===== config.mk =====
export PLATFORM = sky130hd
export DESIGN_NAME = atomic_mem_unit
export DESIGN_NICKNAME = d
export VERILOG_FILES = /design/src/rtl/atomic_mem_unit.sv
export SDC_FILE = /design/constraint.sdc
export NUM_CORES = 1
export LEC_CHECK = 0
export ABC_AREA = 0
export CAP_MARGIN = 10
export CORE_MARGIN = 2
export CORE_UTILIZATION = 50
export CTS_CLUSTER_SIZE = 25
export DETAILED_ROUTE_END_ITERATION = 7
export DONT_BUFFER_PORTS = 1
export SKIP_LAST_GASP = 1
export SYNTH_ARGS = -nofsm -noshare
export SYNTH_HDL_FRONTEND = slang
export SYNTH_SLANG_ARGS = --single-unit

===== constraint.sdc =====
create_clock -name clk -period 10.4 [get_ports clk]
set_input_delay 1.04 -clock clk [delete_from_list [all_inputs] [get_ports clk]]
set_output_delay 1.04 -clock clk [all_outputs]
set_load 0.1 [all_outputs]

===== src/rtl/atomic_mem_unit.sv =====
module atomic_mem_unit #(
  parameter int NREQ = 4,
  parameter int AW   = 4,
  parameter int DW   = 32,
  localparam int IDW   = (NREQ > 1) ? $clog2(NREQ) : 1,
  localparam int DEPTH = 1 << AW
) (
  input  logic                 clk,
  input  logic                 rst_n,
  input  logic [NREQ-1:0]      req_valid,
  output logic [NREQ-1:0]      req_ready,
  input  logic [3*NREQ-1:0]    req_op,
  input  logic [AW*NREQ-1:0]   req_addr,
  input  logic [DW*NREQ-1:0]   req_wdata,
  input  logic [DW*NREQ-1:0]   req_cmp,
  output logic                 rsp_valid,
  output logic [IDW-1:0]       rsp_id,
  output logic [DW-1:0]        rsp_data,
  output logic                 rsp_ok
);

  localparam logic [2:0] OP_LD   = 3'd0;
  localparam logic [2:0] OP_ST   = 3'd1;
  localparam logic [2:0] OP_TAS  = 3'd2;
  localparam logic [2:0] OP_FAI  = 3'd3;
  localparam logic [2:0] OP_CAS  = 3'd4;
  localparam logic [2:0] OP_SWP  = 3'd5;
  localparam logic [2:0] OP_LL   = 3'd6;
  localparam logic [2:0] OP_SC   = 3'd7;

  logic [IDW-1:0] rr_ptr;
  logic [IDW-1:0] gnt_idx;
  logic           gnt_found;

  always_comb begin
    gnt_found = 1'b0;
    gnt_idx   = '0;
    for (int k = 1; k <= NREQ; k++) begin
      if (!gnt_found && req_valid[(int'(rr_ptr) + k) % NREQ]) begin
        gnt_found = 1'b1;
        gnt_idx   = IDW'((int'(rr_ptr) + k) % NREQ);
      end
    end
  end

  assign req_ready = gnt_found ? (NREQ'(1) << gnt_idx) : '0;

  wire            fire      = gnt_found;
  wire [2:0]      sel_op    = req_op[int'(gnt_idx)*3 +: 3];
  wire [AW-1:0]   sel_addr  = req_addr[int'(gnt_idx)*AW +: AW];
  wire [DW-1:0]   sel_wdata = req_wdata[int'(gnt_idx)*DW +: DW];
  wire [DW-1:0]   sel_cmp   = req_cmp[int'(gnt_idx)*DW +: DW];

  logic [DW-1:0] mem [DEPTH];
  logic [NREQ-1:0] res_vld;
  logic [AW-1:0]   res_addr [NREQ];

  wire [DW-1:0] old_val = mem[sel_addr];
  wire          sc_hit  = res_vld[gnt_idx] && (res_addr[gnt_idx] == sel_addr);

  logic          wr_en;
  logic [DW-1:0] wr_val;
  logic [DW-1:0] r_data;
  logic          r_ok;

  always_comb begin
    wr_en  = 1'b0;
    wr_val = sel_wdata;
    r_data = old_val;
    r_ok   = 1'b1;
    case (sel_op)
      OP_ST, OP_TAS, OP_SWP: wr_en = 1'b1;
      OP_FAI: begin
        wr_en  = 1'b1;
        wr_val = old_val + DW'(1);
      end
      OP_CAS: begin
        if (old_val == sel_cmp) wr_en = 1'b1;
        else r_ok = 1'b0;
      end
      OP_SC: begin
        if (sc_hit) begin
          wr_en  = 1'b1;
          r_data = DW'(1);
        end else begin
          r_ok   = 1'b0;
          r_data = '0;
        end
      end
      default: ;
    endcase
  end

  always_ff @(posedge clk or negedge rst_n) begin
    if (!rst_n) begin
      for (int a = 0; a < DEPTH; a++) mem[a] <= '0;
    end else if (fire && wr_en) begin
      mem[sel_addr] <= wr_val;
    end
  end

  for (genvar i = 0; i < NREQ; i++) begin : g_res
    wire own = (gnt_idx == IDW'(i));
    always_ff @(posedge clk or negedge rst_n) begin
      if (!rst_n) begin
        res_vld[i]  <= 1'b0;
        res_addr[i] <= '0;
      end else if (fire) begin
        if (own && sel_op == OP_LL) begin
          res_vld[i]  <= 1'b1;
          res_addr[i] <= sel_addr;
        end else if (own && sel_op == OP_SC) begin
          res_vld[i] <= 1'b0;
        end else if (!own && wr_en && res_addr[i] == sel_addr) begin
          res_vld[i] <= 1'b0;
        end
      end
    end

    logic [IDW:0] wait_cnt;
    always_ff @(posedge clk or negedge rst_n) begin
      if (!rst_n) wait_cnt <= '0;
      else if (!req_valid[i] || req_ready[i]) wait_cnt <= '0;
      else if (fire) wait_cnt <= wait_cnt + 1'b1;
    end
    AST_RR_WAIT_BOUND: assert property (@(posedge clk) disable iff (!rst_n)
      wait_cnt <= (IDW+1)'(NREQ-1));
  end

  always_ff @(posedge clk or negedge rst_n) begin
    if (!rst_n) rr_ptr <= IDW'(NREQ-1);
    else if (fire) rr_ptr <= gnt_idx;
  end

  always_ff @(posedge clk or negedge rst_n) begin
    if (!rst_n) begin
      rsp_valid <= 1'b0;
      rsp_id    <= '0;
      rsp_data  <= '0;
      rsp_ok    <= 1'b0;
    end else begin
      rsp_valid <= fire;
      if (fire) begin
        rsp_id   <= gnt_idx;
        rsp_data <= r_data;
        rsp_ok   <= r_ok;
      end
    end
  end

  AST_GRANT_ONEHOT: assert property (@(posedge clk) disable iff (!rst_n)
    $onehot0(req_ready));
  AST_GRANT_ONLY_VALID: assert property (@(posedge clk) disable iff (!rst_n)
    (req_ready & ~req_valid) == '0);
  AST_RSP_AFTER_ACCEPT: assert property (@(posedge clk) disable iff (!rst_n)
    (|(req_valid & req_ready)) |=> rsp_valid);
  AST_NO_SPURIOUS_RSP: assert property (@(posedge clk) disable iff (!rst_n)
    !(|(req_valid & req_ready)) |=> !rsp_valid);
  AST_FAI_STORES_INC: assert property (@(posedge clk) disable iff (!rst_n)
    (fire && sel_op == OP_FAI) |=> mem[$past(sel_addr)] == $past(old_val) + DW'(1));
  AST_CAS_MISS_HOLDS: assert property (@(posedge clk) disable iff (!rst_n)
    (fire && sel_op == OP_CAS && old_val != sel_cmp) |=> !rsp_ok && mem[$past(sel_addr)] == $past(old_val));
  AST_SC_FAIL_HOLDS: assert property (@(posedge clk) disable iff (!rst_n)
    (fire && sel_op == OP_SC && !sc_hit) |=> rsp_data == '0 && mem[$past(sel_addr)] == $past(old_val));

endmodule


==> results.cfg <==
[cells_and_area]
layout_common_cells = 568 x dfrtp_1, 487 x nand2_1, 275 x mux2_2
fillCellCount = 5553
syn_to_final_growth_pct = 8.61
fin_util = 0.550
final_common_cell = dfrtp_1
nets = 3247
drive_gt1_frac = 0.189

[detailed_routing]
postRouteAntennaNets = 0
wl_per_cell_um = 30.8
via_per_inst = 6.71
wl_um = 119000
vias = 25900
dr.pass1.iters = 8
drt_first_iter_violations = 2856
drc = 0

[place]
dpl.hpwl_um = 81300
place.gp.congestion = 0.989
port_buffers = 0
dp_slack_ps = 1560

[synthesis]
ys.flop_type = dfrtp_1
synth_fa_ha_area_frac = 0.000392
syn-num-nets = 3342
yosys.cell_types.count = 88
ys_seq_area_frac = 0.447
synth_edf_count = 0
syn_avg_cell_area_sq_um = 10.5
muxShareOfSynthArea = 0.221
synth_xor_area_frac = 0.0178
synth_seq_cells = 570
synth_cells = 3051
netlist_area_sq_um = 31900
async_flop_share = 1.00
synth_top_family_by_area = multiplexers
synth-simple-area-share = 0.149
ys_warn_count = 0
synth-compound-area-share = 0.116

[timing]
final-setup-viol-count = 0
setup_tns_ps = 0
grt_setup_unrepaired = false
tightest_slew_ps = 2040
relSlewSlack = -0.361
finalHoldViolCount = 0
finalMaxSlewViolations = 382
fin_crit_ps = 8730
setup_slack_ps = 1670
hold_slack_ps = 130
finClkSkew_ps = 35.8
timing.fmax_mhz = 115
fin_crit_sh = 0.839

[global_routing]
grt_pass1_vias = 25300
antenna_found_initial = 5
track_usage = 0.352
grt.overflow.total = 0
grt_max_degree = 571
grt_pass1_wl_um = 173000

[floorplan]
core_sq_um = 63100
die_h_um = 257
rows = 92
dieArea_sq_um = 65900
ioPinCount = 330
start_util = 0.506
die_w_um = 257

[power_and_ir_drop]
cellPowerDensity_nw_per_um2 = 379
worst_ir_drop_vdd_mv = 0.204
power_leakage_nw = 14.8

[clock_network]
cts.clk_slew.worst_paths_ps = 60
htree_levels = 2
numCtsBuffers = 61
cts_sinks = 570
cts_root_buf = clkbuf_16
clock_latency_ps = 660
cts_max_path_buffers = 3
cts_setup_buffers = 0
cts-hold-fix-buffers = 0
cts-resized-gates = 0
cts_tree = built

[worst_setup_path]
r2r-start = rr_ptr[1]
worstSetupEndpointType = register
worst-endpoint-arrival_ps = 9240
critPathLaunch = rr_ptr[1]
cp_max_fo = 122
cp.required_ps = 10910
rrSetupSlack_ps = 1670
ff2ff_path_depth = 17
timing.rr.end = mem[407]
critical_path_class = register to register
crit_path_start_kind = register
endpoint = mem[407]

[run]
drv_cap = 0

[outcome]
violations = max-slew violations
outcome = complete, but fails checks

[hold_path]
hold_class = input port to asynchronous set/reset pin
==> flip-flops by register name, summed over array words and instances, names as in the netlist <==
register	flops
rr_ptr	2
res_vld	4
rsp_valid	1
rsp_ok	1
res_addr	16
mem	512
rsp_id	2
rsp_data	32
==> cell usage after synthesis, types with 17 or more instances <==
cell type / instances / share of area
o221a_2: 24 / 0.0085
a31oi_1: 51 / 0.010
inv_1: 22 / 0.0026
a22oi_1: 63 / 0.015
nor2_1: 80 / 0.0094
xnor2_1: 54 / 0.015
a211oi_1: 24 / 0.0056
nand2_1: 488 / 0.057
mux2_1: 262 / 0.092
mux2_2: 275 / 0.097
buf_2: 48 / 0.0075
and3_1: 51 / 0.010
buf_4: 30 / 0.0071
buf_1: 37 / 0.0044
o22ai_1: 32 / 0.0063
nor3_1: 49 / 0.0077
o21ai_0: 90 / 0.014
nor4_4: 17 / 0.011
a21oi_1: 66 / 0.010
clkbuf_1: 99 / 0.012
mux2i_1: 100 / 0.031
nand3_1: 177 / 0.028
buf_6: 44 / 0.016
a22o_1: 20 / 0.0055
dfrtp_1: 568 / 0.45
nand4_1: 41 / 0.0080
==> report_power, final <==
group	internal, W	switching, W	total (W)
combinational	0.00228	0.00416	0.00645
clock	0.00134	0.000942	0.00229
sequential	0.00328	0.00112	0.00440
total	0.00691	0.00622	0.0131
==> worst min path at each step <==
stage | startpoint | end | slack [ps] | cells after the start
6_report | rst_n | mem[459] | 130 | 0
4_1_cts | rst_n | mem[459] | 100 | 0
3_5_place_dp | mem[417] | mem[417] | 470 | 1
3_3_place_gp | mem[124] | mem[124] | 460 | 1
5_1_grt | rst_n | mem[459] | 120 | 0
2_1_floorplan | mem[433] | mem[433] | 450 | 1
==> final cells by class <==
class,instances,area [sq um],share of cell area
inverters,22,82.6,0.00238
clock inverters,28,372,0.0107
repair buffers,100,842,0.0243
well taps,846,1060,0.0305
diodes,5,12.5,0.000361
multi-input cells,2201,16300,0.470
clock buffers,88,1750,0.0504
flip-flops and latches,570,14300,0.411
==> layer usage <==
| layer | wire length, um | GRT usage |
|---|---|---|
| met4 | 4770 | 0.139 |
| met2 | 54100 | 0.547 |
| met3 | 10600 | 0.0703 |
| met1 | 49300 | 0.485 |
| met5 | 13 | 0 |
==> critical path: stages, from the launching register on <==
cell and delay (ps):
dfstp_2 630, mux2i_1 130, o2bb2ai_1 1010, nor2_4 300, buf_12 370, a32o_2 480, nor2_1 1010, nand3_1 180
nand4_1 520, xnor2_1 170, a2111oi_0 1090, o2111ai_1 320, or4b_1 580, nor2b_4 150, buf_4 280, nor4_4 190
buf_4 600, mux2_2 400
==> logic make-up after synthesis <==
family          count (synthesis)
flops                         570
buf+inv                       280
compound gates                517
simple gates                  980
fa+ha+maj                       1
mux                           638
xor+xnor                       65
==> metrics by stage <==
step | std cells | area, sq um | power, W
after floorplan | 3051 | 31900 | 0.00836
after global placement | 3733 | 32500 | 0.0105
after detailed placement | 3735 | 32500 | 0.0107
after CTS | 3851 | 34600 | 0.0130
after global routing | 3858 | 34700 | 0.0137
final | 3860 | 34700 | 0.0131
Power figures use the tool's default switching activity.
